==> config.mk <==
export PLATFORM = sky130hd
export DESIGN_NAME = lsu_align
export DESIGN_NICKNAME = d
export VERILOG_FILES = /design/src/rtl/lsu_align.sv
export SDC_FILE = /design/constraint.sdc
export NUM_CORES = 1
export LEC_CHECK = 0
export BUFFER_PORTS_ARGS = -buffer_cell sky130_fd_sc_hd__buf_4
export CAP_MARGIN = 40
export CORE_MARGIN = 2
export CORE_UTILIZATION = 30
export DETAILED_ROUTE_END_ITERATION = 8
export PLACE_DENSITY_LB_ADDON = 0.2
export SLEW_MARGIN = 20
export SYNTH_ARGS = -nofsm -noshare
export SYNTH_HDL_FRONTEND = slang
export SYNTH_SLANG_ARGS = --single-unit
export TNS_END_PERCENT = 30
==> constraint.sdc <==
create_clock -name vclk -period 1.5
set_input_delay 0 -clock vclk [all_inputs]
set_output_delay 0 -clock vclk [all_outputs]
set_load 0.1 [all_outputs]
==> src/rtl/lsu_align.sv <==
module lsu_align (
  input  logic [31:0] mem_rdata,
  input  logic [1:0]  addr_lo,
  input  logic [1:0]  acc_size,
  input  logic        zero_ext,
  input  logic        st_req,
  input  logic [31:0] st_src,
  output logic [31:0] ld_result,
  output logic [31:0] st_wdata,
  output logic [3:0]  st_be,
  output logic        misaligned
);

  logic [7:0]  lane_byte;
  logic [15:0] lane_half;
  logic [3:0]  be_raw;

  assign lane_byte = mem_rdata[{addr_lo, 3'b000} +: 8];
  assign lane_half = addr_lo[1] ? mem_rdata[31:16] : mem_rdata[15:0];

  always_comb begin
    case (acc_size)
      2'b00:   ld_result = {{24{~zero_ext & lane_byte[7]}}, lane_byte};
      2'b01:   ld_result = {{16{~zero_ext & lane_half[15]}}, lane_half};
      default: ld_result = mem_rdata;
    endcase
  end

  assign misaligned = (acc_size == 2'b01 && addr_lo[0]) ||
                      (acc_size[1] && addr_lo != 2'b00);

  always_comb begin
    case (acc_size)
      2'b00: begin
        st_wdata = {4{st_src[7:0]}};
        be_raw   = 4'b0001 << addr_lo;
      end
      2'b01: begin
        st_wdata = {2{st_src[15:0]}};
        be_raw   = addr_lo[1] ? 4'b1100 : 4'b0011;
      end
      default: begin
        st_wdata = st_src;
        be_raw   = 4'b1111;
      end
    endcase
  end

  assign st_be = (st_req && !misaligned) ? be_raw : 4'b0000;

endmodule


* Word-level counts from Yosys, hierarchy flattened
Cells that the tools add are included.
** Storage, ports and cells
- Input bits :: 70
- Register bits after elaboration :: 0
- Logic and storage cells :: 19
** Operators by class
- Eq/ne operators :: 1
- Muxes and demuxes :: 6
- Shift operators :: 2
- Reductions and logical operators :: 7
- Bitwise gates (word level) :: 3
** Operators by type and width (count)
- one-hot mux 32 bit (2 select lines) :: 2
- indexed part select 32 x 6 -> 8 bit :: 1
- 2-to-1 mux 16 bit :: 1
- 2-to-1 mux 4 bit :: 2
- one-hot mux 4 bit (2 select lines) :: 1
- << shifter 1 x 2 -> 4 bit (first input constant) :: 1
- logical AND 1 bit :: 3
- AND 1 bit :: 2
- == test 2 x 1 -> 1 bit (second input constant) :: 1
- zero test 2 bit :: 1
- nonzero test 2 bit :: 1
- zero test 1 bit :: 1
- logical OR 1 bit :: 1
- inverter 1 bit :: 1

* Logic depth before layout (Yosys ltp)
- Depth after elaboration :: 6
- Mapped depth :: 6

* Least setup slack after synthesis
Ideal clock, no wire load.
- Kind :: input port to output port
- From :: in acc_size[0]
- To :: out st_be[1]
- Buffers on the path :: 2
- Data arrival time :: 2.892 ns
- Path slack :: -1.392 ns
- Stages :: 5
- Cells stage by stage :: buf_2 -> or2_2 -> buf_2 -> xnor2_1 -> nor3b_1
** On the way
- Cells in the longest elaborated chain, start to end :: 6
- Elaborated cells on any way between the ends :: 8
- Those cells by class :: 1 x eq/ne; 2 x mux; 5 x reduce/logical
** Ends and longest elaborated chain
- from (decl) :: line 4 : input logic [1:0] acc_size,
- == test 2 x 1 -> 1 bit :: line 29, 33
- logical AND 1 bit :: line 29 : assign misaligned = (acc_size == 2'b01 && addr_lo[0]) ||
- logical OR 1 bit :: line 29
- zero test 1 bit :: line 49 : assign st_be = (st_req && !misaligned) ? be_raw : 4'b0000;
- logical AND 1 bit :: line 49
- 2-to-1 mux 4 bit * :: line 49
- to (decl) :: line 10 : output logic [3:0] st_be,
Every way passes the cells marked *; elsewhere a longest branch is shown, timed or not.

* Worst setup path in the final report
- From :: in acc_size[1]
- To :: out ld_result[13]
** On the way
- Cells in the longest elaborated chain, start to end :: 2
- Elaborated cells on any way between the ends :: 3
- Those cells by class :: 1 x eq/ne; 1 x mux; 1 x reduce/logical
** Ends and longest elaborated chain
- == test 2 x 1 -> 1 bit / zero test 2 bit (equally long branches) :: line 22 : case (acc_size)
- one-hot mux 32 bit (2 select lines) * :: line 22
- to (decl) :: line 8 : output logic [31:0] ld_result,
Marked as above.

==> metrics.txt <==
run status=finished, final reports clean; global-route congestion overflow total=0; cell count after synthesis=204; first drt pass iteration count=4; biggest cell delay along the critical path=0.41 ns; cell-by-cell listing of the critical path=buf_4 > or2_2 > buf_12 > o221ai_2 > buf_4; pin count of the biggest net entering global routing=26; Worst setup startpoint=acc_size[1]; maximum vdd drop=0.435 mV; number of antenna violations at the first check in global routing=0; arrival time of the worst setup path=about 1.3 ns; die area=5170 sq um; fraction of layout instances using a drive strength above 1=a little over 60%; Final Slew Violations=0; accumulated negative setup slack=0 ns; min-delay worst type=input pin to output port; initial core utilization=31.6%; highest clock rate=749 MHz; chip height=around 70 microns; final core area utilization=59.7%; number of DRC violations after detailed-routing iteration 0=between 70 and 80; cell types with the largest area share after synthesis=sky130_fd_sc_hd__nor2b_1 12%, sky130_fd_sc_hd__mux2i_1 12%, sky130_fd_sc_hd__nand2_1 11%, sky130_fd_sc_hd__o22ai_1 7.7%, sky130_fd_sc_hd__mux2_2 6.5%; antenna diode count=0; hold-fix buffer count after cts=0; Final GP Congestion=0.820; Post-synth top cells=41 x sky130_fd_sc_hd__nand2_1, 27 x sky130_fd_sc_hd__nor2b_1, 17 x sky130_fd_sc_hd__o22ai_1; number of distinct library cell variants in the gate-level netlist after synthesis=32; ports placed on the boundary=139; Die X=71.9 microns; Setup violations, final=0; P_leak=1.30 nW; most frequent cell after synthesis=sky130_fd_sc_hd__nand2_1; kind of launch point of the worst setup path=input pin; Storage cell area=0 sq um; total nets after synthesis=around 270; count of buffers from port buffering=139; worst-margin pin slew=0.316 ns; max-cap violation count=0; Post-Synthesis Mean Instance Area=6.78 sq um; Area growth, synth to finish=89.2%; final wirelength=5530 microns; total power density per cell area=784 nW/um^2; most area-hungry cell type in the Yosys netlist=sky130_fd_sc_hd__nor2b_1; PostCTS Resize Cnt=0; Critical Path Sink Type=output port; final-layout clock buffer total=0; share of the synthesized area in the top cell type=around an eighth; placeable core area=4380 sq um; count of yosys warnings during synthesis=0; Filler Cell Count=422; number of vias per cell=5.10; via count=just under 2,000; dominant cell type by count on the critical path=sky130_fd_sc_hd__buf_4; Mapped Area=1380 sq um; slowest stage cell, crit path=sky130_fd_sc_hd__or2_2; critical setup path kind=input pin to output port; drt drc=0; number of nets with antenna violations after detailed routing=0; area of the multi-input gates=1360 sq um; post-layout minimum cycle time=between 1 and 1.5 ns; Rows=24; sequential element share of the synthesized area=0%; setup repair after global routing missed its margin=false; final critical-path share of the clock period=89.0%; Seq Cell Count=0; peak fanout along the critical path=25; number of global-route vias before repair=1,808; required time worst endpoint=1.50 ns; half-perimeter wire length after placement=4500 microns; buffers inserted by post-CTS timing repair=0; GRT Util Overall=20.5%; relative slew slack=78.9%; endpoints failing hold=0; global-route wire length before repair=8850 microns; end point of the critical path=ld_result[13]; final-stage net count=402; DR WL/cell=14.5 microns
==> worst min-delay path by stage <==
stage,slack (ns),from,cells after the start,to
3_3_place_gp,0.35,st_src[3],2,st_wdata[3]
3_5_place_dp,0.35,st_src[2],2,st_wdata[2]
2_1_floorplan,0.21,st_src[0],1,st_wdata[0]
6_report,0.35,st_src[3],2,st_wdata[3]
4_1_cts,0.35,st_src[2],2,st_wdata[2]
5_1_grt,0.35,st_src[3],2,st_wdata[3]
==> cells by family (layout without fill, tap and decap cells) <==
group | after synthesis | count (layout) | share of synthesized area [%]
simple gates | 89 | 89 | 31.3
compound gates | 54 | 54 | 30.7
buf+inv | 31 | 157 | 14.8
mux | 27 | 27 | 21.3
xor+xnor | 3 | 3 | 1.90
==> layer usage <==
layer  vias to the layer above  routed length (microns)  GRT usage [%]
met1                       897                     2400           28.6
met3                         4                      356           2.50
li1                        985                        -              -
met2                        64                     2730           35.4
met4                         0                       46           1.47
met5                         -                        0              0
==> where the power goes <==
part           switching (mW)  total, mW  internal [mW]
Clock                       0          0              0
Combinational            1.52       2.05          0.532
Sequential                  0          0              0
==> worst max-delay path: cells and delay by family <==
| kind | cells | cell delay, ns |
|---|---|---|
| and+or+nand+nor | 1 | 0.41 |
| AOI/OAI and AO/OA | 1 | 0.20 |
| buffers and inverters | 3 | 0.70 |
==> cell usage in the layout (no fill, tap or decap), types with 2 or more instances in the layout <==
cell,n
sky130_fd_sc_hd__xnor2_1,2
sky130_fd_sc_hd__a21oi_1,8
sky130_fd_sc_hd__buf_12,2
sky130_fd_sc_hd__o21ai_2,8
sky130_fd_sc_hd__mux2_2,8
sky130_fd_sc_hd__o22ai_1,2
sky130_fd_sc_hd__inv_1,3
sky130_fd_sc_hd__or2_2,2
sky130_fd_sc_hd__nor2_1,11
sky130_fd_sc_hd__mux2i_1,16
sky130_fd_sc_hd__o22ai_2,15
sky130_fd_sc_hd__a221o_1,7
sky130_fd_sc_hd__buf_4,152
sky130_fd_sc_hd__mux2_4,3
sky130_fd_sc_hd__nor2b_1,27
sky130_fd_sc_hd__nand2_1,41
sky130_fd_sc_hd__o221ai_2,7
==> per-stage QoR <==
stage               total power [mW]  hold slack, ns  instance area (sq um)  std cells  setup slack, ns
finish                          2.05           0.346                   2620        382            0.165
global route                    2.13           0.353                   2620        382           0.0756
CTS                             2.06           0.347                   2620        382           0.0840
detailed placement              2.06           0.347                   2620        382           0.0471
global placement                2.05           0.346                   2620        382            0.133
floorplan                       1.59           0.212                   1560        204           -0.589
==> area by class of cell <==
class                           count  share of cell area [%]
Inverter                            3                   0.430
Multi-Input combinational cell    173                    52.0
Tap cell                           52                    2.48
Timing Repair Buffer              154                    45.1
Note: power is estimated with default switching activity, not from simulation.
